File: src/rtl/crd_pkg.sv
`timescale 1ns/1ps
package crd_pkg;

  localparam int unsigned CFG_W   = 26;
  localparam int unsigned RATIO_W = 8;
  localparam int unsigned NCLK    = 4;
  localparam int unsigned PLL_PRE = 3;

  typedef enum logic [1:0] {
    ROOT_XTAL = 2'd0,
    ROOT_PLL  = 2'd1,
    ROOT_RCF  = 2'd2,
    ROOT_BAD  = 2'd3
  } root_e;

  typedef struct packed {
    logic [1:0] mem_ls;
    logic [2:0] mem_hs;
    logic [1:0] apb;
    logic [4:0] ahb_ls;
    logic [3:0] ahb_hs;
    logic [4:0] cpu_ls;
    logic       cpu_fast4;
    logic [1:0] cpu_hs;
    root_e      sel;
  } clkcfg_t;

  typedef logic [RATIO_W-1:0] ratio_t;

  function automatic logic is_pow2m1(input logic [4:0] f);
    return (f & (f + 5'd1)) == 5'd0;
  endfunction

  function automatic logic cfg_legal(input clkcfg_t c);
    logic ok;
    ok = (c.apb != 2'd2);
    case (c.sel)
      ROOT_PLL: ok = ok && (c.cpu_hs != 2'd2)
                        && (c.ahb_hs inside {4'd3, 4'd7, 4'd15})
                        && (c.mem_hs inside {3'd3, 3'd4, 3'd5});
      ROOT_XTAL,
      ROOT_RCF: ok = ok && is_pow2m1(c.cpu_ls) && is_pow2m1(c.ahb_ls)
                        && (c.mem_ls != 2'd3);
      default:  ok = 1'b0;
    endcase
    return ok;
  endfunction

  function automatic ratio_t cpu_total(input clkcfg_t c);
    if (c.sel == ROOT_PLL) begin
      if (c.cpu_fast4 && (c.cpu_hs == 2'd0)) return ratio_t'(4);
      return ratio_t'(PLL_PRE) * (ratio_t'(c.cpu_hs) + ratio_t'(1));
    end
    return ratio_t'(c.cpu_ls) + ratio_t'(1);
  endfunction

  function automatic ratio_t ahb_total(input clkcfg_t c);
    if (c.sel == ROOT_PLL)
      return ratio_t'(PLL_PRE) * (ratio_t'(c.ahb_hs) + ratio_t'(1));
    return ratio_t'(c.ahb_ls) + ratio_t'(1);
  endfunction

  function automatic ratio_t apb_total(input clkcfg_t c);
    return ahb_total(c) * (ratio_t'(c.apb) + ratio_t'(1));
  endfunction

  function automatic ratio_t mem_total(input clkcfg_t c);
    if (c.sel == ROOT_PLL) return ratio_t'(c.mem_hs) + ratio_t'(1);
    if (c.mem_ls == 2'd2)  return ratio_t'(4);
    return ratio_t'(c.mem_ls) + ratio_t'(1);
  endfunction

endpackage

File: src/rtl/crd_root_mux.sv
`timescale 1ns/1ps
module crd_root_mux
  import crd_pkg::*;
(
  input  root_e sel,
  input  logic  xtal_tick,
  input  logic  pll_tick,
  input  logic  rcf_tick,
  output logic  root_tick
);
  always_comb begin
    case (sel)
      ROOT_XTAL: root_tick = xtal_tick;
      ROOT_PLL:  root_tick = pll_tick;
      ROOT_RCF:  root_tick = rcf_tick;
      default:   root_tick = 1'b0;
    endcase
  end
endmodule

File: src/rtl/crd_tick_div.sv
`timescale 1ns/1ps
module crd_tick_div #(
  parameter int unsigned W = 8
) (
  input  logic         clk,
  input  logic         rst_n,
  input  logic         tick,
  input  logic [W-1:0] ratio,
  output logic [W-1:0] cnt,
  output logic         at_last,
  output logic         pulse
);
  logic [W-1:0] cnt_q;

  assign at_last = (cnt_q == ratio - W'(1));
  assign pulse   = tick & at_last;
  assign cnt     = cnt_q;

  always_ff @(posedge clk or negedge rst_n) begin
    if (!rst_n)    cnt_q <= '0;
    else if (tick) cnt_q <= at_last ? '0 : cnt_q + W'(1);
  end
endmodule

File: src/rtl/crd_cfg_hold.sv
`timescale 1ns/1ps
module crd_cfg_hold
  import crd_pkg::*;
(
  input  logic    clk,
  input  logic    rst_n,
  input  logic    wr_en,
  input  clkcfg_t wr_data,
  input  logic    boundary,
  output clkcfg_t act,
  output logic    wr_ok,
  output logic    commit,
  output logic    err
);
  clkcfg_t act_q, pend_q;
  logic    pend_v, err_q;

  assign wr_ok  = cfg_legal(wr_data);
  assign commit = pend_v & boundary;
  assign act    = act_q;
  assign err    = err_q;

  always_ff @(posedge clk or negedge rst_n) begin
    if (!rst_n) begin
      act_q  <= '0;
      pend_q <= '0;
      pend_v <= 1'b0;
      err_q  <= 1'b0;
    end else begin
      if (commit) begin
        act_q  <= pend_q;
        pend_v <= 1'b0;
      end
      if (wr_en) begin
        if (wr_ok) begin
          pend_q <= wr_data;
          pend_v <= 1'b1;
        end else begin
          err_q <= 1'b1;
        end
      end
    end
  end
endmodule

File: src/rtl/clkroot_divchain.sv
`timescale 1ns/1ps
module clkroot_divchain
  import crd_pkg::*;
(
  input  logic                 clk,
  input  logic                 rst_n,
  input  logic                 xtal_tick,
  input  logic                 pll_tick,
  input  logic                 rcf_tick,
  input  logic                 cfg_wr,
  input  logic [CFG_W-1:0]     cfg_wdata,
  output logic                 cpu_en,
  output logic                 ahb_en,
  output logic                 apb_en,
  output logic                 mem_en,
  output logic [RATIO_W-1:0]   cpu_ratio,
  output logic [RATIO_W-1:0]   ahb_ratio,
  output logic [RATIO_W-1:0]   apb_ratio,
  output logic [RATIO_W-1:0]   mem_ratio,
  output logic                 cfg_err
);
  localparam int unsigned RW     = RATIO_W;
  localparam int unsigned IX_CPU = 0;
  localparam int unsigned IX_AHB = 1;
  localparam int unsigned IX_APB = 2;
  localparam int unsigned IX_MEM = 3;

  clkcfg_t         act;
  logic            wr_ok, commit, root_tick, boundary, cnt_all_zero;
  logic [1:0]      act_sel;
  logic [RW-1:0]   ratio_a [NCLK];
  logic [RW-1:0]   cnt_a   [NCLK];
  logic [NCLK-1:0] last_v, en_v;

  crd_cfg_hold u_hold (
    .clk      (clk),
    .rst_n    (rst_n),
    .wr_en    (cfg_wr),
    .wr_data  (clkcfg_t'(cfg_wdata)),
    .boundary (boundary),
    .act      (act),
    .wr_ok    (wr_ok),
    .commit   (commit),
    .err      (cfg_err)
  );

  crd_root_mux u_mux (
    .sel       (act.sel),
    .xtal_tick (xtal_tick),
    .pll_tick  (pll_tick),
    .rcf_tick  (rcf_tick),
    .root_tick (root_tick)
  );

  assign act_sel         = act.sel;
  assign ratio_a[IX_CPU] = cpu_total(act);
  assign ratio_a[IX_AHB] = ahb_total(act);
  assign ratio_a[IX_APB] = apb_total(act);
  assign ratio_a[IX_MEM] = mem_total(act);

  for (genvar g = 0; g < NCLK; g++) begin : g_div
    crd_tick_div #(.W(RW)) u_div (
      .clk     (clk),
      .rst_n   (rst_n),
      .tick    (root_tick),
      .ratio   (ratio_a[g]),
      .cnt     (cnt_a[g]),
      .at_last (last_v[g]),
      .pulse   (en_v[g])
    );
  end

  // common period boundary: every counter wraps on this tick
  assign boundary = root_tick & (&last_v);

  always_comb begin
    cnt_all_zero = 1'b1;
    for (int i = 0; i < NCLK; i++)
      if (cnt_a[i] != '0) cnt_all_zero = 1'b0;
  end

  assign cpu_en    = en_v[IX_CPU];
  assign ahb_en    = en_v[IX_AHB];
  assign apb_en    = en_v[IX_APB];
  assign mem_en    = en_v[IX_MEM];
  assign cpu_ratio = ratio_a[IX_CPU];
  assign ahb_ratio = ratio_a[IX_AHB];
  assign apb_ratio = ratio_a[IX_APB];
  assign mem_ratio = ratio_a[IX_MEM];
endmodule

File: config.mk
export PLATFORM = sky130hd
export DESIGN_NAME = clkroot_divchain
export DESIGN_NICKNAME = d
export VERILOG_FILES = /design/src/rtl/crd_pkg.sv /design/src/rtl/crd_root_mux.sv /design/src/rtl/crd_tick_div.sv /design/src/rtl/crd_cfg_hold.sv /design/src/rtl/clkroot_divchain.sv
export SDC_FILE = /design/constraint.sdc
export NUM_CORES = 1
export LEC_CHECK = 0
export ABC_AREA = 1
export BUFFER_PORTS_ARGS = -buffer_cell sky130_fd_sc_hd__buf_4
export CAP_MARGIN = 40
export CORE_MARGIN = 1
export CORE_UTILIZATION = 25
export DETAILED_ROUTE_END_ITERATION = 6
export GPL_TIMING_DRIVEN = 0
export HOLD_SLACK_MARGIN = 0.12
export PLACE_DENSITY = 0.41
export RECOVER_POWER = 25
export SYNTH_ARGS = -nofsm -noshare
export SYNTH_HDL_FRONTEND = slang
export SYNTH_HIERARCHICAL = 1
export SYNTH_SLANG_ARGS = --single-unit
export TNS_END_PERCENT = 50
File: constraint.sdc
create_clock -name clk -period 12.9 [get_ports clk]
set_input_delay 2.58 -clock clk [delete_from_list [all_inputs] [get_ports clk]]
set_output_delay 2.58 -clock clk [all_outputs]
set_load 0.05 [all_outputs]
==> Implementation_results.wiki <==
{| class="wikitable"
! Metric !! Value
|-
| Outcome || finished with violations
|-
| Failing checks || design-rule violations, max-capacitance violations, max-slew violations
|-
| Reported max-cap violation count || 2
|-
| Amount of wire on met2 after detailed routing || 7434 µm
|-
| Clk Latency, worst-skew pair || 360 ps
|-
| Fin. max-slew vios || 89
|-
| Number of levels in the clock H-tree || 3
|-
| Buffers on Ports || 60
|-
| Uppermost layer routed || met4
|-
| CTS tree || built
|-
| Number of sinks driven by the clock tree || 86
|-
| Largest delay share family, worst path || adder cells
|-
| Routed length on met1 || 8661 µm
|-
| Die outline area || 27450 µm²
|-
| Clock-pin slew of the registers on the worst-case setup and hold paths || 70 ps
|-
| Min Clock Period, post-route || 8064 ps
|-
| Pin count of the biggest net entering global routing || 51
|-
| Combined area of all synthesized cells || 6698 µm²
|-
| Setup skew after layout || 13.50 ps
|-
| Standard-cell rows || 59
|-
| Proportion of layout cells with a drive suffix above 1 || 15.80%
|-
| # fillers || 2884
|-
| Internal power summed over all cells || 0.0005752 W
|-
| Total Neg Setup Slack || 0 ps
|-
| CTS Hold Bufs || 0
|-
| Placer congestion estimate || 0.7743
|-
| Final Core Density || 30.55%
|-
| Standard cell core area || 26210 µm²
|-
| WP data arrival || 5480 ps
|-
| IO Pins || 69
|-
| Final Hold Viols || 0
|-
| Area growth from synthesis to layout || 19.54%
|-
| Initial core utilization || 25.56%
|-
| Slew Limit Headroom || -93.02%
|-
| Cell chosen for the clock root || sky130_fd_sc_hd__clkbuf_16
|-
| GRT Resource Usage Total || 12.91%
|-
| Type of the most critical hold path || reg -> reg
|-
| Part of the cycle the worst path needs || 62.51%
|-
| Worst setup SP type || flop
|-
| Remaining DRCs || 4
|-
| Most common library cell in the layout ignoring fill and taps || sky130_fd_sc_hd__nand2_1
|-
| Wire length reported by the detailed router || 16660 µm
|-
| Via-to-Cell Ratio || 4.139
|-
| Leakage dissipation || 4.420 nW
|-
| Global-route wire length before repair || 28870 µm
|-
| DR pass1 iterations || 6
|-
| Longest Clk Path Bufs || 2
|-
| Critical-path top delay cell || sky130_fd_sc_hd__mux2i_1
|-
| Critical Path Most Common Cell || sky130_fd_sc_hd__nand2_1
|-
| RSZ-0062 raised after global routing || false
|-
| Net count, final || 1144
|-
| Type of the setup path with the least slack || reg -> out
|-
| Mean routed wirelength per cell || 11.76 µm
|-
| Switch share || 36.52%
|-
| WP data required || 10320 ps
|-
| Number of global-route vias before repair || 5787
|-
| Antenna violations before repair || 0
|-
| Yosys warning count || 6
|-
| Maximum vdd ir drop || 0.06895 mV
|-
| Areal power density over the cells || 113.2 nW/µm²
|-
| TritonCTS buffer count || 9
|-
| Peak fanout along the critical path || 8
|-
| Grt total ovfl || 0
|-
| CP Buf/Inv Count || 7
|-
| Die Ht || 165.7 µm
|-
| DRT iter0 DRCs || 232
|-
| Crit-path max cell delay || 700 ps
|-
| Sequential fraction of design power || 42.7%
|-
| HPWL Detailed || 13350 µm
|-
| Slew @ Worst Pin || 2895 ps
|-
| Average footprint of a synthesized cell || 6.862 µm²
|-
| Total length of routed met3 wires || 413 µm
|-
| Peak Freq || 124.0 MHz
|-
| Clock power frac || 31.6%
|-
| Number of cells produced by synthesis || 976
|-
| Combinational fraction of design power || 25.7%
|-
| Type of destination of the critical path || output pin
|-
| Final ANT Viol Nets || 0
|-
| Via count || 5865
|-
| Psw || 0.0003309 W
|-
| Top library cells by usage in the layout, fill and taps aside || sky130_fd_sc_hd__nand2_1, sky130_fd_sc_hd__inv_1, sky130_fd_sc_hd__dfrtp_1
|-
| Horizontal die dimension || 165.7 µm
|-
| Setup repair bufs after CTS || 0
|-
| Diodes inserted || 0
|-
| Count of instances resized after the clock tree is built || 0
|-
| Final setup vio count || 0
|}
-- per-layer routing --
layer | track usage [%] | up-vias
li1 | - | 3170
met1 | 17.76 | 2625
met3 | 2.103 | 9
met2 | 21.04 | 61
met5 | 0 | -
met4 | 3.210 | 0
-- layout make-up --
type | count | area, µm² | share of cell area, %
Multi-Input combinational cell | 723 | 3866 | 48.29
Sequential cell | 86 | 2152 | 26.88
Inverter | 173 | 649.4 | 8.111
Timing Repair Buffer | 62 | 461.7 | 5.767
Tap cell | 335 | 419.2 | 5.235
Clock buffer | 9 | 225.2 | 2.813
Buffer | 22 | 135.1 | 1.688
Clock inverter | 7 | 97.59 | 1.219
-- sequential cells by signal, summed over array words and instances (netlist names) --
signal,flops
u_hold/act,26
u_hold/err,1
u_hold/pend_q,26
u_hold/pend_v,1
g_div.u_div/cnt,32
-- worst paths after layout --
kind / slack [ps] / start / endpoint / cells after the start
worst max-delay path: 4840 / u_hold/act[10] / apb_en / 28
worst min register to register: 470 / u_hold/pend_q[12] / u_hold/act[12] / 2
min in group asynchronous: 3150 / rst_n / u_hold/pend_q[13] / 1
max in group asynchronous: 6810 / rst_n / u_hold/act[7] / 2
worst min-delay path: 470 / u_hold/pend_q[12] / u_hold/act[12] / 2
worst max register to register: 6450 / u_hold/act[10] / u_hold/act[19] / 34
-- tightest hold or removal path, delay by kind of cell, from the launching register on --
kind	cells	cell delay (ps)
flip-flops	1	350
AND/OR/NAND/NOR	2	90
-- power groups by stage --
stage                     Combinational, W  Clock (W)  Sequential [W]
after detailed placement          0.000237          0        0.000393
final                             0.000233   0.000286        0.000387
after global routing              0.000278   0.000308        0.000397
after global placement            0.000234          0        0.000392
after floorplan                   0.000190          0        0.000375
after CTS                         0.000238   0.000297        0.000388
-- stage by stage --
step | cells | hold slack, ps | setup slack (ps) | power [W] | instance area (µm²)
2_1_floorplan | 1004 | 442.2 | 4583 | 0.0005643 | 6803
3_3_place_gp | 1399 | 454.2 | 5105 | 0.0006267 | 7672
3_5_place_dp | 1401 | 456.5 | 5135 | 0.0006293 | 7704
4_1_cts | 1417 | 477.2 | 4737 | 0.0009226 | 8026
5_1_grt | 1417 | 494.7 | 4322 | 0.0009837 | 8006
6_report | 1417 | 473.8 | 4836 | 0.0009061 | 8006
Note: power is estimated with default switching activity, not from simulation.
